File: config.mk
export PLATFORM = sky130hd
export DESIGN_NAME = pcm_slot_port
export DESIGN_NICKNAME = d
export VERILOG_FILES = /design/src/rtl/pcm_slot_pkg.sv /design/src/rtl/pcm_line_sync.sv /design/src/rtl/pcm_slot_ctrl.sv /design/src/rtl/pcm_tx_shift.sv /design/src/rtl/pcm_rx_shift.sv /design/src/rtl/pcm_slot_port.sv
export SDC_FILE = /design/constraint.sdc
export NUM_CORES = 1
export LEC_CHECK = 0
export BUFFER_PORTS_ARGS = -buffer_cell sky130_fd_sc_hd__clkbuf_2
export CORE_MARGIN = 2
export CORE_UTILIZATION = 50
export CTS_CLUSTER_DIAMETER = 120
export CTS_CLUSTER_SIZE = 16
export DETAILED_ROUTE_END_ITERATION = 8
export PLACE_DENSITY = 0.74
export SYNTH_ARGS = -nofsm -noshare
export SYNTH_HDL_FRONTEND = slang
export SYNTH_HIERARCHICAL = 1
export SYNTH_SLANG_ARGS = --single-unit
File: constraint.sdc
create_clock -name clk -period 1.8 [get_ports clk]
set_input_delay 0.54 -clock clk [delete_from_list [all_inputs] [get_ports clk]]
set_output_delay 0.54 -clock clk [all_outputs]
set_load 0.01 [all_outputs]
File: src/rtl/pcm_slot_pkg.sv
package pcm_slot_pkg;

    localparam int SLOT_BITS_DEF = 8;
    localparam int OFS_W         = 3;
    localparam int ECODE_W       = 2;

    typedef struct packed {
        logic [OFS_W-1:0]   offset;
        logic               dbl;
        logic [ECODE_W-1:0] ecode;
    } slot_cfg_t;

    typedef enum logic [1:0] {
        ST_IDLE  = 2'd0,
        ST_WAIT  = 2'd1,
        ST_SHIFT = 2'd2
    } slot_state_t;

    // Edge code bit 1: launch on falling edge when set.
    function automatic logic launch_on_fall(input logic [ECODE_W-1:0] c);
        return c[1];
    endfunction

    // Edge code bit 0: sample on rising edge when set.
    function automatic logic sample_on_rise(input logic [ECODE_W-1:0] c);
        return c[0];
    endfunction

    // Launch and sample share one edge for codes 01 and 10.
    function automatic logic same_edge(input logic [ECODE_W-1:0] c);
        return c[1] ^ c[0];
    endfunction

endpackage

File: src/rtl/pcm_line_sync.sv
module pcm_line_sync #(
    parameter int STAGES = 2
) (
    input  logic clk,
    input  logic rst_n,
    input  logic bclk_in,
    input  logic fs_in,
    input  logic dr_in,
    output logic bclk_rise,
    output logic bclk_fall,
    output logic dr_s,
    output logic frame_start
);

    localparam int LINES = 3;

    logic [LINES-1:0] pipe [STAGES];
    logic             bclk_q;
    logic             fs_at_fall;
    logic             bclk_s;
    logic             fs_s;

    genvar g;
    generate
        for (g = 0; g < STAGES; g++) begin : g_stage
            if (g == 0) begin : g_first
                always_ff @(posedge clk or negedge rst_n) begin
                    if (!rst_n) pipe[g] <= '0;
                    else        pipe[g] <= {bclk_in, fs_in, dr_in};
                end
            end else begin : g_next
                always_ff @(posedge clk or negedge rst_n) begin
                    if (!rst_n) pipe[g] <= '0;
                    else        pipe[g] <= pipe[g-1];
                end
            end
        end
    endgenerate

    always_comb begin
        bclk_s = pipe[STAGES-1][2];
        fs_s   = pipe[STAGES-1][1];
        dr_s   = pipe[STAGES-1][0];
    end

    always_ff @(posedge clk or negedge rst_n) begin
        if (!rst_n) begin
            bclk_q     <= 1'b0;
            fs_at_fall <= 1'b0;
        end else begin
            bclk_q <= bclk_s;
            if (bclk_fall) fs_at_fall <= fs_s;
        end
    end

    always_comb begin
        bclk_rise   = bclk_s & ~bclk_q;
        bclk_fall   = ~bclk_s & bclk_q;
        frame_start = bclk_fall & fs_s & ~fs_at_fall;
    end

endmodule

File: src/rtl/pcm_slot_ctrl.sv
module pcm_slot_ctrl
    import pcm_slot_pkg::*;
#(
    parameter int SLOT_BITS = SLOT_BITS_DEF
) (
    input  logic      clk,
    input  logic      rst_n,
    input  logic      bclk_rise,
    input  logic      bclk_fall,
    input  logic      frame_start,
    input  slot_cfg_t cfg_in,
    output logic      launch_evt,
    output logic      load_tx,
    output logic      shift_tx,
    output logic      sample_stb,
    output logic      last_stb,
    output logic      slot_oe
);

    localparam int CNT_W = $clog2(SLOT_BITS);
    localparam logic [CNT_W-1:0] LAST_BIT = CNT_W'(SLOT_BITS - 1);

    slot_state_t      state_q, state_d;
    slot_cfg_t        cfg_q;
    logic [OFS_W-1:0] skip_q;
    logic [CNT_W-1:0] bit_cnt_q;
    logic             phase_q;
    logic             samp_edge;
    logic             bit_end;
    logic             at_last;

    always_comb begin
        launch_evt = launch_on_fall(cfg_q.ecode) ? bclk_fall : bclk_rise;
        samp_edge  = sample_on_rise(cfg_q.ecode) ? bclk_rise : bclk_fall;
        bit_end    = !cfg_q.dbl || phase_q;
        at_last    = (bit_cnt_q == LAST_BIT);
    end

    // State register
    always_ff @(posedge clk or negedge rst_n) begin
        if (!rst_n) state_q <= ST_IDLE;
        else        state_q <= state_d;
    end

    // Transitions
    always_comb begin
        state_d = state_q;
        unique case (state_q)
            ST_IDLE:  if (frame_start)                          state_d = ST_WAIT;
            ST_WAIT:  if (launch_evt && skip_q == '0)           state_d = ST_SHIFT;
            ST_SHIFT: if (launch_evt && bit_end && at_last)     state_d = ST_IDLE;
            default:                                            state_d = ST_IDLE;
        endcase
    end

    // Counters and captured configuration
    always_ff @(posedge clk or negedge rst_n) begin
        if (!rst_n) begin
            cfg_q     <= '0;
            skip_q    <= '0;
            bit_cnt_q <= '0;
            phase_q   <= 1'b0;
        end else begin
            if (state_q == ST_IDLE && frame_start) begin
                cfg_q  <= cfg_in;
                skip_q <= cfg_in.offset;
            end
            if (state_q == ST_WAIT && launch_evt) begin
                if (skip_q != '0) begin
                    skip_q <= skip_q - 1'b1;
                end else begin
                    bit_cnt_q <= '0;
                    phase_q   <= 1'b0;
                end
            end
            if (state_q == ST_SHIFT && launch_evt) begin
                if (!bit_end) begin
                    phase_q <= 1'b1;
                end else begin
                    phase_q   <= 1'b0;
                    bit_cnt_q <= bit_cnt_q + 1'b1;
                end
            end
        end
    end

    // Outputs
    always_comb begin
        load_tx    = (state_q == ST_WAIT) && launch_evt && (skip_q == '0);
        shift_tx   = (state_q == ST_SHIFT) && launch_evt && bit_end && !at_last;
        sample_stb = (state_q == ST_SHIFT) && bit_end &&
                     (same_edge(cfg_q.ecode) ? launch_evt : samp_edge);
        last_stb   = sample_stb && at_last;
    end

    always_ff @(posedge clk or negedge rst_n) begin
        if (!rst_n) slot_oe <= 1'b0;
        else        slot_oe <= (state_d == ST_SHIFT);
    end

endmodule

File: src/rtl/pcm_tx_shift.sv
module pcm_tx_shift #(
    parameter int WIDTH = 8
) (
    input  logic             clk,
    input  logic             rst_n,
    input  logic             load,
    input  logic             shift,
    input  logic             enable,
    input  logic [WIDTH-1:0] din,
    output logic             dout
);

    logic [WIDTH-1:0] sr_q;

    always_ff @(posedge clk or negedge rst_n) begin
        if (!rst_n)     sr_q <= '0;
        else if (load)  sr_q <= din;
        else if (shift) sr_q <= {sr_q[WIDTH-2:0], 1'b0};
    end

    assign dout = enable & sr_q[WIDTH-1];

endmodule

File: src/rtl/pcm_rx_shift.sv
module pcm_rx_shift #(
    parameter int WIDTH = 8
) (
    input  logic             clk,
    input  logic             rst_n,
    input  logic             sample,
    input  logic             last,
    input  logic             din,
    output logic [WIDTH-1:0] dout,
    output logic             valid
);

    logic [WIDTH-1:0] sr_q;

    always_ff @(posedge clk or negedge rst_n) begin
        if (!rst_n) begin
            sr_q  <= '0;
            dout  <= '0;
            valid <= 1'b0;
        end else begin
            valid <= 1'b0;
            if (sample) sr_q <= {sr_q[WIDTH-2:0], din};
            if (last) begin
                dout  <= {sr_q[WIDTH-2:0], din};
                valid <= 1'b1;
            end
        end
    end

endmodule

File: src/rtl/pcm_slot_port.sv
module pcm_slot_port
    import pcm_slot_pkg::*;
#(
    parameter int SLOT_BITS   = SLOT_BITS_DEF,
    parameter int SYNC_STAGES = 2
) (
    input  logic                 clk,
    input  logic                 rst_n,
    input  logic                 bclk,
    input  logic                 fs,
    input  logic [OFS_W-1:0]     cfg_offset,
    input  logic                 cfg_double,
    input  logic [ECODE_W-1:0]   cfg_edge,
    input  logic [SLOT_BITS-1:0] tx_byte,
    input  logic                 dr,
    output logic                 dx,
    output logic                 dx_oe,
    output logic [SLOT_BITS-1:0] rx_byte,
    output logic                 rx_valid
);

    slot_cfg_t cfg_in;
    logic      bclk_rise, bclk_fall, dr_s, frame_start;
    logic      launch_evt, load_tx, shift_tx, sample_stb, last_stb;

    always_comb begin
        cfg_in.offset = cfg_offset;
        cfg_in.dbl    = cfg_double;
        cfg_in.ecode  = cfg_edge;
    end

    pcm_line_sync #(.STAGES(SYNC_STAGES)) u_sync (
        .clk         (clk),
        .rst_n       (rst_n),
        .bclk_in     (bclk),
        .fs_in       (fs),
        .dr_in       (dr),
        .bclk_rise   (bclk_rise),
        .bclk_fall   (bclk_fall),
        .dr_s        (dr_s),
        .frame_start (frame_start)
    );

    pcm_slot_ctrl #(.SLOT_BITS(SLOT_BITS)) u_ctrl (
        .clk         (clk),
        .rst_n       (rst_n),
        .bclk_rise   (bclk_rise),
        .bclk_fall   (bclk_fall),
        .frame_start (frame_start),
        .cfg_in      (cfg_in),
        .launch_evt  (launch_evt),
        .load_tx     (load_tx),
        .shift_tx    (shift_tx),
        .sample_stb  (sample_stb),
        .last_stb    (last_stb),
        .slot_oe     (dx_oe)
    );

    pcm_tx_shift #(.WIDTH(SLOT_BITS)) u_tx (
        .clk    (clk),
        .rst_n  (rst_n),
        .load   (load_tx),
        .shift  (shift_tx),
        .enable (dx_oe),
        .din    (tx_byte),
        .dout   (dx)
    );

    pcm_rx_shift #(.WIDTH(SLOT_BITS)) u_rx (
        .clk    (clk),
        .rst_n  (rst_n),
        .sample (sample_stb),
        .last   (last_stb),
        .din    (dr_s),
        .dout   (rx_byte),
        .valid  (rx_valid)
    );

endmodule

==> After elaboration in Yosys (flattened, before gate mapping) <==
Cells that the tools add are included.
Widths: inputs -> output; s select.
{ "op_classes": {"addsub": 2, "multipliers": 0, "div_mod_pow": 0, "magnitude_cmp": 0, "n_eq_ne": 5, "shifts": 0, "mux": 21, "bitwise_logic": 9, "reduce_logical": 21} }
{ "op_table": {"columns": ["operator", "n"], "rows": [
  ["$mux 3", 7],
  ["$mux 8", 2],
  ["$logic_and 1x1->1", 12],
  ["$mux 1", 8],
  ["$mux 2", 3],
  ["$pmux 2 s3", 1],
  ["$and 1x1->1", 5],
  ["$eq 2x2->1 const B", 2],
  ["$reduce_bool 2->1", 2],
  ["$add 3x1->3 const B", 1],
  ["$eq 3x3->1 const B", 1],
  ["$logic_not 3->1", 1],
  ["$not 1->1", 3],
  ["$reduce_bool 3->1", 1],
  ["$sub 3x1->3 const B", 1],
  ["$eq 2x1->1 const B", 1],
  ["$logic_not 1->1", 2],
  ["$logic_not 2->1", 1],
  ["$ne 2x2->1 const B", 1],
  ["$reduce_and 2->1", 1],
  ["$logic_or 1x1->1", 1],
  ["$xor 1x1->1", 1]
]} }
{ "totals": {"ff_bits": 45, "latch_bits": 0, "ramBits": 0, "mem_bits_ro": 0, "out_inout_bits": 11, "elab_cells": 73, "n_memories": 0} }

==> Logic depth before layout (Yosys ltp) <==
Gate-level depths: netlist of the first run.
{ "logic_depth": {"word_depth": 8, "ltp_mapped": 7, "depth_no_buf": 6} }

==> Modules after synthesis <==
The synthesis of the first run kept the hierarchy.
{ "modules_own_cells": {"columns": ["mod", "instances", "cells_each", "area_each_um2", "seq_area_each_um2"], "rows": [
  ["pcm_slot_ctrl", 1, 66, 706.9, 325.3],
  ["pcm_rx_shift", 1, 33, 648.1, 400.4],
  ["pcm_tx_shift", 1, 35, 375.4, 200.2],
  ["pcm_line_sync", 1, 12, 247.7, 200.2]
]} }

==> Least setup slack after synthesis of the first run <==
Ideal clock, no wire load.
{ "synth_timing": {"path_type": "reg-to-reg", "startpoint": "register u_sync.pipe, in the netlist u_sync/bclk_s", "endpoint": "register u_tx.sr_q[1]", "arrival_ns": 1.570, "t_required_ns": 1.666, "path_slack_ns": 0.095, "path_stages_with_launch": 8, "n_path_buf": 1, "synth_period_minus_slack_ns": 1.705, "cell_sequence": "dfrtp_1 > and2b_2 > mux2i_2 > nor3b_4 > nor2b_1 > buf_6 > mux2i_1 > o21ai_1"} }
{ "synth_via": {"word_cells_on_any_way": 11, "classes_between": "mux: 2; bitwise: 3; reduce/logical: 6"} }
{ "synth_lines": {"columns": ["item", "line_no", "text"], "rows": [
  ["start, declared", "pcm_line_sync.sv:17", "logic [LINES-1:0] pipe [STAGES];"],
  ["start signal, assigned by index", "pcm_line_sync.sv:34", "else pipe[g] <= pipe[g-1];"],
  ["$and 1x1->1", "pcm_line_sync.sv:57", "bclk_rise = bclk_s & ~bclk_q;"],
  ["named net bclk_rise", "pcm_slot_port.sv:23", "logic bclk_rise, bclk_fall, dr_s, frame_start;"],
  ["$mux 1", "pcm_slot_ctrl.sv:33", "launch_evt = launch_on_fall(cfg_q.ecode) ? bclk_fall : bclk_rise;"],
  ["$logic_and 1x1->1 (3 in series)", "pcm_slot_ctrl.sv:90", "shift_tx = (state_q == ST_SHIFT) && launch_evt && bit_end && !at_last;"],
  ["named net shift_tx", "pcm_slot_port.sv:24", "logic launch_evt, load_tx, shift_tx, sample_stb, last_stb;"],
  ["$reduce_bool 2->1 (no source line)", null, null],
  ["end signal, assigned", "pcm_tx_shift.sv:17", "else if (load) sr_q <= din;"],
  ["end signal, assigned", "pcm_tx_shift.sv:18", "else if (shift) sr_q <= {sr_q[WIDTH-2:0], 1'b0};"],
  ["end, declared", "pcm_tx_shift.sv:13", "logic [WIDTH-1:0] sr_q;"]
]} }
The timed path passes the listed nets, and every way through them passes these cells.
A chain may end at the register's enable or synchronous reset.

==> Worst setup path after layout of the first run <==
{ "layout_timing": {"startpoint": "register u_sync.pipe, in the netlist u_sync/bclk_s", "endpoint": "register u_tx.sr_q[6]"} }
{ "layout_via": {"elab_chain_cells": 7, "word_cells_on_any_way": 11, "classes_between": "mux: 2; bitwise: 3; reduce/logical: 6"} }
{ "layout_rtl": {"columns": ["item", "line_no", "text"], "rows": [
  ["$not 1->1", "pcm_line_sync.sv:58", "bclk_fall = ~bclk_s & bclk_q;"],
  ["$and 1x1->1", "pcm_line_sync.sv:58", null],
  ["named net bclk_fall", "pcm_slot_port.sv:23", null],
  ["$mux 1", "pcm_slot_ctrl.sv:33", null],
  ["$logic_and 1x1->1 (3 in series)", "pcm_slot_ctrl.sv:90", null],
  ["named net shift_tx", "pcm_slot_port.sv:24", null],
  ["$reduce_bool 2->1 (no source line)", null, null]
]} }
The timed path passes the listed nets, and every way through them passes these cells.

==> flow_metrics.tcl, run 1 <==
set metrics [dict create \
    hp-class "in -> async" \
    seqCellArea_um2 1130 \
    synthToLayoutAreaGrowth_pct 19.8 \
    ir_worst_vdd_uv 686 \
    grt_overflow_total 0 \
    clock_sinks 45 \
    final_nets 211 \
    crit_path_start_kind "flip-flop" \
    rsz0062_at_grt "false" \
    post_cts_resized 0 \
    portBuffers 29 \
    crit_arrival_ps 1860 \
    fin_crit_ps 1680 \
    synth_fp_nets 169 \
    status "finished, final reports clean" \
    fp.dieH_um 66.9 \
    maxSlewHeadroom_pct 71.1 \
    setup_viol 0 \
    postCtsSetupRepairBufs 0 \
    yosysSeqAreaShare_pct 56.9 \
    grt_max_degree 19 \
    io_pins 30 \
    period_share_pct 93.4 \
    required_ps 1980 \
    die_w_um 66.9 \
    h-tree-depth 2 \
    clockBufferDepth 2 \
    power_density_nw_per_um2 1180 \
    antenna_found_initial 0 \
    drive_gt1_share_pct 40.7 \
    grt_pass1_wl_mm 5.53 \
    finalMaxSlewViolations 0 \
    syn_area_um2 1980 \
    drc 0 \
    tightest_slew_ps 431 \
    path_clk_slew_ps 80 \
    finalHoldViolations 0 \
    finalSetupTns_ps 0 \
    cts_tree "built" \
    track_usage_pct 16.9 \
    grt_pass1_vias 1252 \
    post_drt_wl_per_cell_um 13.7 \
    synth_cells 146 \
    cts_made_buffers 5 \
    rows 22 \
    yosysWarnings 6 \
    place_congestion 0.711 \
    worstSkewPairLatency_ps 290 \
    multiInputGateArea_um2 816 \
    ys_ff_latch 45 \
    max_freq_mhz 595 \
    antenna_cells 0 \
    core-area_um2 3740 \
    r2r_setup_slack_ps 120 \
    skew_ps 3.97 \
    route.antenna.remaining_nets 0 \
    fill_cells 298 \
    wl_mm 3.26 \
    die-area_um2 4480 \
    post-dp-hpwl_mm 2.42 \
    cp_max_fo 8 \
    crit_type "reg -> reg" \
    vias_per_cell 5.03 \
    initial_core_util_pct 52.8 \
    drt_first_iter_violations 81 \
    root_buffer "clkbuf_8" \
    via_count 1193 \
    dr.pass1.iters 4 \
    p_leak_nw 1.16 \
    synth.avg_cell_area_um2 13.5 \
    ys_types 33 \
    total_power_w 0.00279 \
    cap_viol_max_count 0 \
    crit_path_end_kind "flip-flop" \
    cts_hold_buf 0 \
]
[sequential cells by signal, summed over array words and instances, names as in the netlist, 2 cells and up]
| name | count |
|---|---|
| u_rx/dout | 8 |
| u_ctrl/bit_cnt_q | 3 |
| u_ctrl/state_q | 2 |
| u_sync/pipe | 3 |
| u_ctrl/cfg_q | 3 |
| u_ctrl/skip_q | 3 |
| u_rx/sr_q | 7 |
| u_tx/sr_q | 8 |
[where the power goes]
part | leakage, nW | switching [W] | internal (W)
registers | 0.574 | 0.000133 | 0.00122
clock network | 0.0574 | 0.000327 | 0.000451
logic | 0.529 | 0.000330 | 0.000324
[stage by stage]
step,utilization [%],area (µm²),cells,setup slack [ps],hold WS (ps)
after floorplan,-,1980,146,95.4,244
after global routing,63.3,2370,237,2.23,181
after detailed placement,59.5,2230,229,94.9,335
after global placement,59.5,2230,229,189,332
after CTS,62.7,2350,237,87.2,165
final,63.3,2370,237,118,154
[kinds of logic (layout without fill, tap and decap cells)]
logic type	Yosys count	in the layout	share of synthesized area [%]
compound gates	19	19	6.07
fa+ha+maj	4	4	2.53
buf+inv	7	50	2.85
flops	45	45	56.9
mux	27	27	18.2
simple gates	44	44	13.5
[path summary, 6_finish.rpt]
kind / startpoint / to / cells past startpoint
max: u_sync/bclk_s / u_tx/sr_q[6] / 7
min: rst_n / u_rx/sr_q[6] / 1
max reg2reg: u_sync/bclk_s / u_tx/sr_q[6] / 7
min reg2reg: u_sync/pipe[4] / u_sync/fs_s / 0
max in group asynchronous: rst_n / u_ctrl/bit_cnt_q[0] / 2
min in group clk: dr / u_sync/pipe[3] / 1
[placed cells by master, fill, tap and decap left out, types with 2 or more instances in the layout]
cell type / n
o31ai_1: 3
inv_1: 2
ha_1: 4
nor3b_2: 2
nand3_1: 2
dfrtp_1: 45
clkbuf_8: 6
mux2_4: 17
nor3b_4: 2
and2_1: 2
nand2b_1: 4
or2_1: 2
o21ai_0: 2
buf_4: 8
clkbuf_2: 29
nand2_1: 21
nor2_1: 2
o21ai_1: 7
mux2i_1: 8
a22o_1: 2
[critical path: stages, from the launching register on]
cell and delay [ps]:
dfrtp_1 420, nor2b_4 190, mux2i_4 110, nor3b_4 200, nor2b_2 180, buf_6 160
mux2i_2 230, o21ai_1 90
[synthesized netlist by cell type]
cell type / number / share of area (%)
a21oi_1: 1 / 0.25
a22o_1: 2 / 0.89
a31o_1: 1 / 0.44
a31oi_1: 1 / 0.32
and2_1: 2 / 0.63
and2b_1: 1 / 0.38
and2b_2: 1 / 0.44
and3b_2: 1 / 0.51
buf_6: 4 / 2.3
dfrtp_1: 45 / 57
ha_1: 4 / 2.5
inv_1: 2 / 0.38
inv_2: 1 / 0.19
mux2_4: 17 / 13
mux2i_1: 9 / 4.6
mux2i_2: 1 / 0.70
nand2_1: 21 / 4.0
nand2b_1: 4 / 1.3
nand3_1: 2 / 0.51
nand3_2: 1 / 0.51
nor2_1: 2 / 0.38
nor2_2: 1 / 0.32
nor2b_1: 1 / 0.32
nor2b_4: 1 / 0.70
nor3b_1: 1 / 0.38
nor3b_2: 1 / 0.63
nor3b_4: 2 / 1.9
o211ai_1: 1 / 0.38
o21a_1: 1 / 0.38
o21ai_0: 2 / 0.51
o21ai_1: 7 / 1.8
o31ai_1: 3 / 1.1
or2_1: 2 / 0.63
[final cells by class]
type	instances	area share, %
sequential	45	47.5
multi-input combinational	94	34.4
timing repair buffer	39	9.98
clock buffer	6	3.48
tap	48	2.53
clock inverter	2	1.58
inverter	3	0.475
[routing by layer]
metal / vias up / track usage, % / routed length (µm)
met5: - / 0 / 0
met4: 0 / 5.87 / 45
met3: 5 / 5.24 / 150
met2: 24 / 29.5 / 1620
met1: 581 / 19.5 / 1440
li1: 583 / - / -
(Power assumes the default switching activity.)
==> run 2, diff against run 1 <==
--- a/config.mk
+++ b/config.mk
@@ -5,7 +5,7 @@
 export SDC_FILE = /design/constraint.sdc
 export NUM_CORES = 1
 export LEC_CHECK = 0
-export BUFFER_PORTS_ARGS = -buffer_cell sky130_fd_sc_hd__clkbuf_2
+export BUFFER_PORTS_ARGS = -buffer_cell sky130_fd_sc_hd__buf_2
 export CORE_MARGIN = 2
 export CORE_UTILIZATION = 50
 export CTS_CLUSTER_DIAMETER = 120
==> flow_metrics.tcl, run 2 (synthesis gave the netlist of run 1 again) <==
set metrics [dict create \
    vias_per_cell 4.99 \
    post-dp-hpwl_mm 2.47 \
    finalHoldViolations 0 \
    crit_type "reg -> reg" \
    crit_path_start_kind "flip-flop" \
    wl_mm 3.20 \
    final_common_cell "dfrtp_1" \
    p_switching_w 0.000784 \
    path_clk_slew_ps 80 \
    utilization_pct 63.1 \
    cts_made_buffers 5 \
    skew_ps 8.06 \
    cap_viol_max_count 0 \
    status "finished, final reports clean" \
    top_regs "u_rx/dout (8), u_tx/sr_q (8), u_rx/sr_q (7)" \
    postCtsSetupRepairBufs 0 \
    required_ps 2010 \
    maxSlewHeadroom_pct 70.9 \
    synthToLayoutAreaGrowth_pct 19.4 \
    cts_tree "built" \
    hp-class "in -> async" \
    crit_arrival_ps 1880 \
    p_comb_share_pct 23.3 \
    internal-power_w 0.00195 \
    tightest_slew_ps 435 \
    rsz0062_at_grt "false" \
    grt_pass1_vias 1232 \
    total_power_w 0.00274 \
    root_buffer "clkbuf_8" \
    dp.cells 229 \
    die-area_um2 4480 \
    grt_pass1_wl_mm 5.62 \
    drc 0 \
    worstSkewPairLatency_ps 300 \
    route.antenna.remaining_nets 0 \
    power_density_nw_per_um2 1160 \
    portBuffers 29 \
    max_freq_mhz 601 \
    instances_no_fill 236 \
    antenna_found_initial 0 \
    drt_first_iter_violations 88 \
    p_leak_nw 1.17 \
    dp_slack_ps 27.5 \
    fin_crit_ps 1660 \
    drive_gt1_share_pct 40.4 \
    via_count 1178 \
    final_cell_mix "dfrtp_1, buf_2, nand2_1, mux2_4" \
    h-tree-depth 2 \
    track_usage_pct 17.3 \
    antenna_cells 0 \
    setup_viol 0 \
    seq_power_share_pct 49.8 \
    grt_max_degree 22 \
    period_share_pct 92.5 \
    core-area_um2 3740 \
    post_drt_wl_per_cell_um 13.6 \
    place_congestion 0.707 \
    fill_cells 322 \
    ir_worst_vdd_uv 662 \
    crit_path_end_kind "flip-flop" \
    clockBufferDepth 2 \
    cp_max_fo 6 \
    timing.final.ws_setup_ps 135 \
    clkPwrFrac_pct 26.9 \
    io_pins 30 \
    die_w_um 66.9 \
    dr.pass1.iters 4 \
    fp.dieH_um 66.9 \
    initial_core_util_pct 52.8 \
    clock_sinks 45 \
    finalSetupTns_ps 0 \
    grt_overflow_total 0 \
    final_nets 211 \
    swShare_pct 28.6 \
    finalMaxSlewViolations 0 \
    rows 22 \
]
==> run 2: cell count changes in the layout (fill, tap and decap cells not counted) <==
cell        before  now
o21ai_0          2    1
inv_6            0    1
clkinvlp_4       1    0
mux2i_4          1    0
o21ai_1          7    8
buf_12           1    2
clkbuf_2        29    0
clkbuf_8         6    5
buf_4            8    7
buf_2            0   29
mux2i_2          1    2
==> run 2: power by group through the flow <==
stage,combinational (W),clock [W],sequential (W)
floorplan,0.000459,0,0.00135
global placement,0.000591,0,0.00136
detailed placement,0.000637,0,0.00138
CTS,0.000640,0.000770,0.00136
global route,0.000715,0.000819,0.00139
finish,0.000638,0.000737,0.00136
==> run 2: per-stage QoR <==
step / hold WS, ps / area, µm²
2_1_floorplan: 244 / 1980
3_3_place_gp: 332 / 2240
3_5_place_dp: 336 / 2240
4_1_cts: 150 / 2350
5_1_grt: 167 / 2360
6_report: 152 / 2360
==> run 2: worst max-delay path, stage by stage, from the launching register on <==
cell and delay, ps:
dfrtp_1 420, and2b_2 220, mux2i_2 240, buf_4 200, nor3b_4 60, buf_4 160, nand2b_1 130, o21ai_1 150
==> run 2: final timing paths <==
| kind | startpoint | to | slack [ps] | depth (start not counted) |
|---|---|---|---|---|
| max | u_sync/bclk_s | u_tx/sr_q[0] | 140 | 7 |
| max in group asynchronous | rst_n | u_tx/sr_q[5] | 1180 | 2 |
| min reg2reg | u_sync/pipe[3] | u_sync/dr_s | 350 | 0 |
| max reg2reg | u_sync/bclk_s | u_tx/sr_q[0] | 140 | 7 |
| min in group clk | fs | u_sync/pipe[4] | 350 | 1 |
| min | rst_n | u_rx/dout[4] | 150 | 1 |
==> run 2: final cells by class <==
class	count	area (µm²)	share of cell area (%)
multi-input combinational	94	807	34.2
timing repair buffer	39	249	10.5
tap	48	60.1	2.54
clock inverter	2	38.8	1.64
clock buffer	5	68.8	2.91
inverter	3	11.3	0.477
sequential	45	1130	47.7
==> run 2: per-layer routing <==
metal | vias to the layer above | track usage, % | share of wire, %
met5 | - | 0 | 0
met4 | 0 | 5.61 | 1.4
met3 | 4 | 5.91 | 5.1
met2 | 32 | 29.6 | 50
met1 | 553 | 20.2 | 44
li1 | 589 | - | -
==> run 2: timing repair <==
item                                    4_1_cts  5_1_grt
endpoints found under the setup margin        0       10
hold buffers                                  0        0
resized for setup                             0        5
==> run 3, diff against run 2 <==
--- a/config.mk
+++ b/config.mk
@@ -5,13 +5,14 @@
 export SDC_FILE = /design/constraint.sdc
 export NUM_CORES = 1
 export LEC_CHECK = 0
-export BUFFER_PORTS_ARGS = -buffer_cell sky130_fd_sc_hd__buf_2
+export CORE_ASPECT_RATIO = 1.1
 export CORE_MARGIN = 2
-export CORE_UTILIZATION = 50
+export CORE_UTILIZATION = 53
 export CTS_CLUSTER_DIAMETER = 120
 export CTS_CLUSTER_SIZE = 16
 export DETAILED_ROUTE_END_ITERATION = 8
-export PLACE_DENSITY = 0.74
+export DONT_BUFFER_PORTS = 1
+export PLACE_DENSITY = 0.71
 export SYNTH_ARGS = -nofsm -noshare
 export SYNTH_HDL_FRONTEND = slang
 export SYNTH_HIERARCHICAL = 1
==> constraint.sdc (replaced) <==
create_clock -name clk -period 1.5 [get_ports clk]
set_input_delay 0.45 -clock clk [delete_from_list [all_inputs] [get_ports clk]]
set_output_delay 0.45 -clock clk [all_outputs]
set_load 0.01 [all_outputs]
==> flow_metrics.tcl, run 3 (synthesis gave the netlist of run 1 again) <==
set metrics [dict create \
    setup_viol 31 \
    final_cell_mix "dfrtp_1, buf_4, nand2_1, mux2_4, mux2i_1" \
    worstSkewPairLatency_ps 290 \
    whs_ps -157 \
    antenna_cells 0 \
    fp.dieH_um 68.1 \
    final_nets 196 \
    seqCellArea_um2 1130 \
    grt_pass1_wl_mm 5.69 \
    finalHoldViolations 45 \
    crit_path_start_kind "flip-flop" \
    cp-startpoint "u_sync/bclk_q" \
    ir_worst_vdd_uv 852 \
    max_freq_mhz 590 \
    final_area_um2 2410 \
    path_clk_slew_ps 80 \
    grt_overflow_total 0 \
    crit_path_end_kind "flip-flop" \
    status "complete, but fails checks" \
    cp_max_fo 8 \
    fin_crit_ps 1700 \
    clock_sinks 45 \
    final_common_cell "dfrtp_1" \
    post-dp-hpwl_mm 2.37 \
    post_drt_wl_per_cell_um 15.4 \
    dr.pass1.iters 4 \
    portBuffers 0 \
    period_share_pct 113 \
    place_congestion 0.714 \
    rsz0062_at_grt "true" \
    maxSlewHeadroom_pct 81.2 \
    finalMaxSlewViolations 0 \
    crit_arrival_ps 1880 \
    drc 0 \
    antenna_found_initial 0 \
    skew_ps 4.94 \
    io_pins 30 \
    internal-power_w 0.00254 \
    cts_made_buffers 5 \
    tightest_slew_ps 281 \
    drt_first_iter_violations 37 \
    grt_max_degree 46 \
    grt_pass1_vias 1195 \
    p_comb_share_pct 29.1 \
    root_buffer "clkbuf_8" \
    clockBufferDepth 2 \
    total_power_w 0.00359 \
    wl_mm 3.45 \
    p_leak_nw 1.12 \
    r2r_start "u_sync/bclk_q" \
    clkPwrFrac_pct 24.9 \
    via_count 1151 \
    required_ps 1690 \
    crit_type "reg -> reg" \
    die_w_um 62.3 \
    cts_tree "built" \
    cap_viol_max_count 0 \
    initial_core_util_pct 55.0 \
    seq_power_share_pct 46.0 \
    vias_per_cell 5.14 \
    core-area_um2 3600 \
    swShare_pct 29.3 \
    drive_gt1_share_pct 42.5 \
    reg2reg_depth 8 \
    multiInputGateArea_um2 892 \
    placed_area_um2 2170 \
    timing.final.ws_setup_ps -195 \
    die-area_um2 4240 \
    violations "hold timing, setup timing" \
    fill_cells 259 \
    rows 23 \
    top_regs "u_rx/dout (8), u_tx/sr_q (8), u_rx/sr_q (7)" \
    route.antenna.remaining_nets 0 \
    p_switching_w 0.00105 \
    hp-class "in -> async" \
    track_usage_pct 18.1 \
    synthToLayoutAreaGrowth_pct 22.0 \
    h-tree-depth 2 \
    power_density_nw_per_um2 1490 \
]
## run 3: changes by cell type in the layout (fill, tap and decap cells not counted), moves of 3 or more
| cell | before | now |
|---|---|---|
| buf_6 | 1 | 4 |
| nand2_2 | 0 | 4 |
| nand2_1 | 21 | 17 |
| buf_2 | 29 | 0 |
| buf_4 | 7 | 19 |
## run 3: layout make-up
type                            instances  area share [%]
Clock buffer                            6            3.01
Clock inverter                          2            1.61
Inverter                                3           0.570
Multi-Input combinational cell         94            37.0
Sequential cell                        45            46.7
Tap cell                               50            2.59
Timing Repair Buffer                   24            8.61
## run 3: power groups by stage
| stage | clock (W) | combinational [W] | sequential, W |
|---|---|---|---|
| 6_report | 0.000894 | 0.00104 | 0.00165 |
| 5_1_grt | 0.000967 | 0.00114 | 0.00168 |
| 4_1_cts | 0.000931 | 0.000991 | 0.00163 |
| 3_5_place_dp | 0 | 0.000896 | 0.00165 |
| 3_3_place_gp | 0 | 0.000844 | 0.00164 |
| 2_1_floorplan | 0 | 0.000601 | 0.00162 |
## run 3: final timing paths
check / to / slack (ps)
max in group asynchronous: u_rx/sr_q[0] / 1580
hold / removal: u_tx/sr_q[2] / -160
min in group clk: u_sync/pipe[4] / 180
hold reg to reg: u_sync/dr_s / 350
setup reg to reg: u_tx/sr_q[4] / -200
setup / recovery: u_tx/sr_q[4] / -200
## run 3: routing by layer
metal / routed length, µm / part of all wire, % / vias up / GRT usage (%)
met5: 0 / 0 / - / 0
met2: 1810 / 53 / 28 / 31.8
met4: 38 / 1.1 / 0 / 10.0
met3: 166 / 4.8 / 2 / 5.26
met1: 1430 / 41 / 568 / 20.5
li1: - / - / 553 / -
## run 3: metrics by stage
| step | setup WS (ps) | utilization [%] | std cells | hold slack, ps | TNS [ps] |
|---|---|---|---|---|---|
| 2_1_floorplan | -126 | - | 146 | 154 | -1590 |
| 3_5_place_dp | -324 | 60.4 | 211 | 155 | -5180 |
| 4_1_cts | -201 | 66.0 | 223 | -173 | -3720 |
| 6_report | -195 | 67.1 | 224 | -157 | -3470 |
| 3_3_place_gp | -250 | 60.4 | 211 | 156 | -3800 |
| 5_1_grt | -299 | 67.1 | 224 | -183 | -6610 |
## run 3: repair_timing
action / in CTS / in global routing
gates cloned: 0 / 0
pin swaps: 8 / 5
resized for setup: 11 / 9
endpoints found under the hold margin: 45 / 45
setup endpoints to repair: 34 / 35
buffers inserted: 4 / 1
## run 3: worst max-delay path: stages, from the launching register on
cell	delay, ps
dfrtp_1	380
and2b_2	230
buf_6	100
mux2i_4	70
nor3b_4	190
nor2b_4	190
buf_12	140
mux2i_2	210
o21ai_1	70
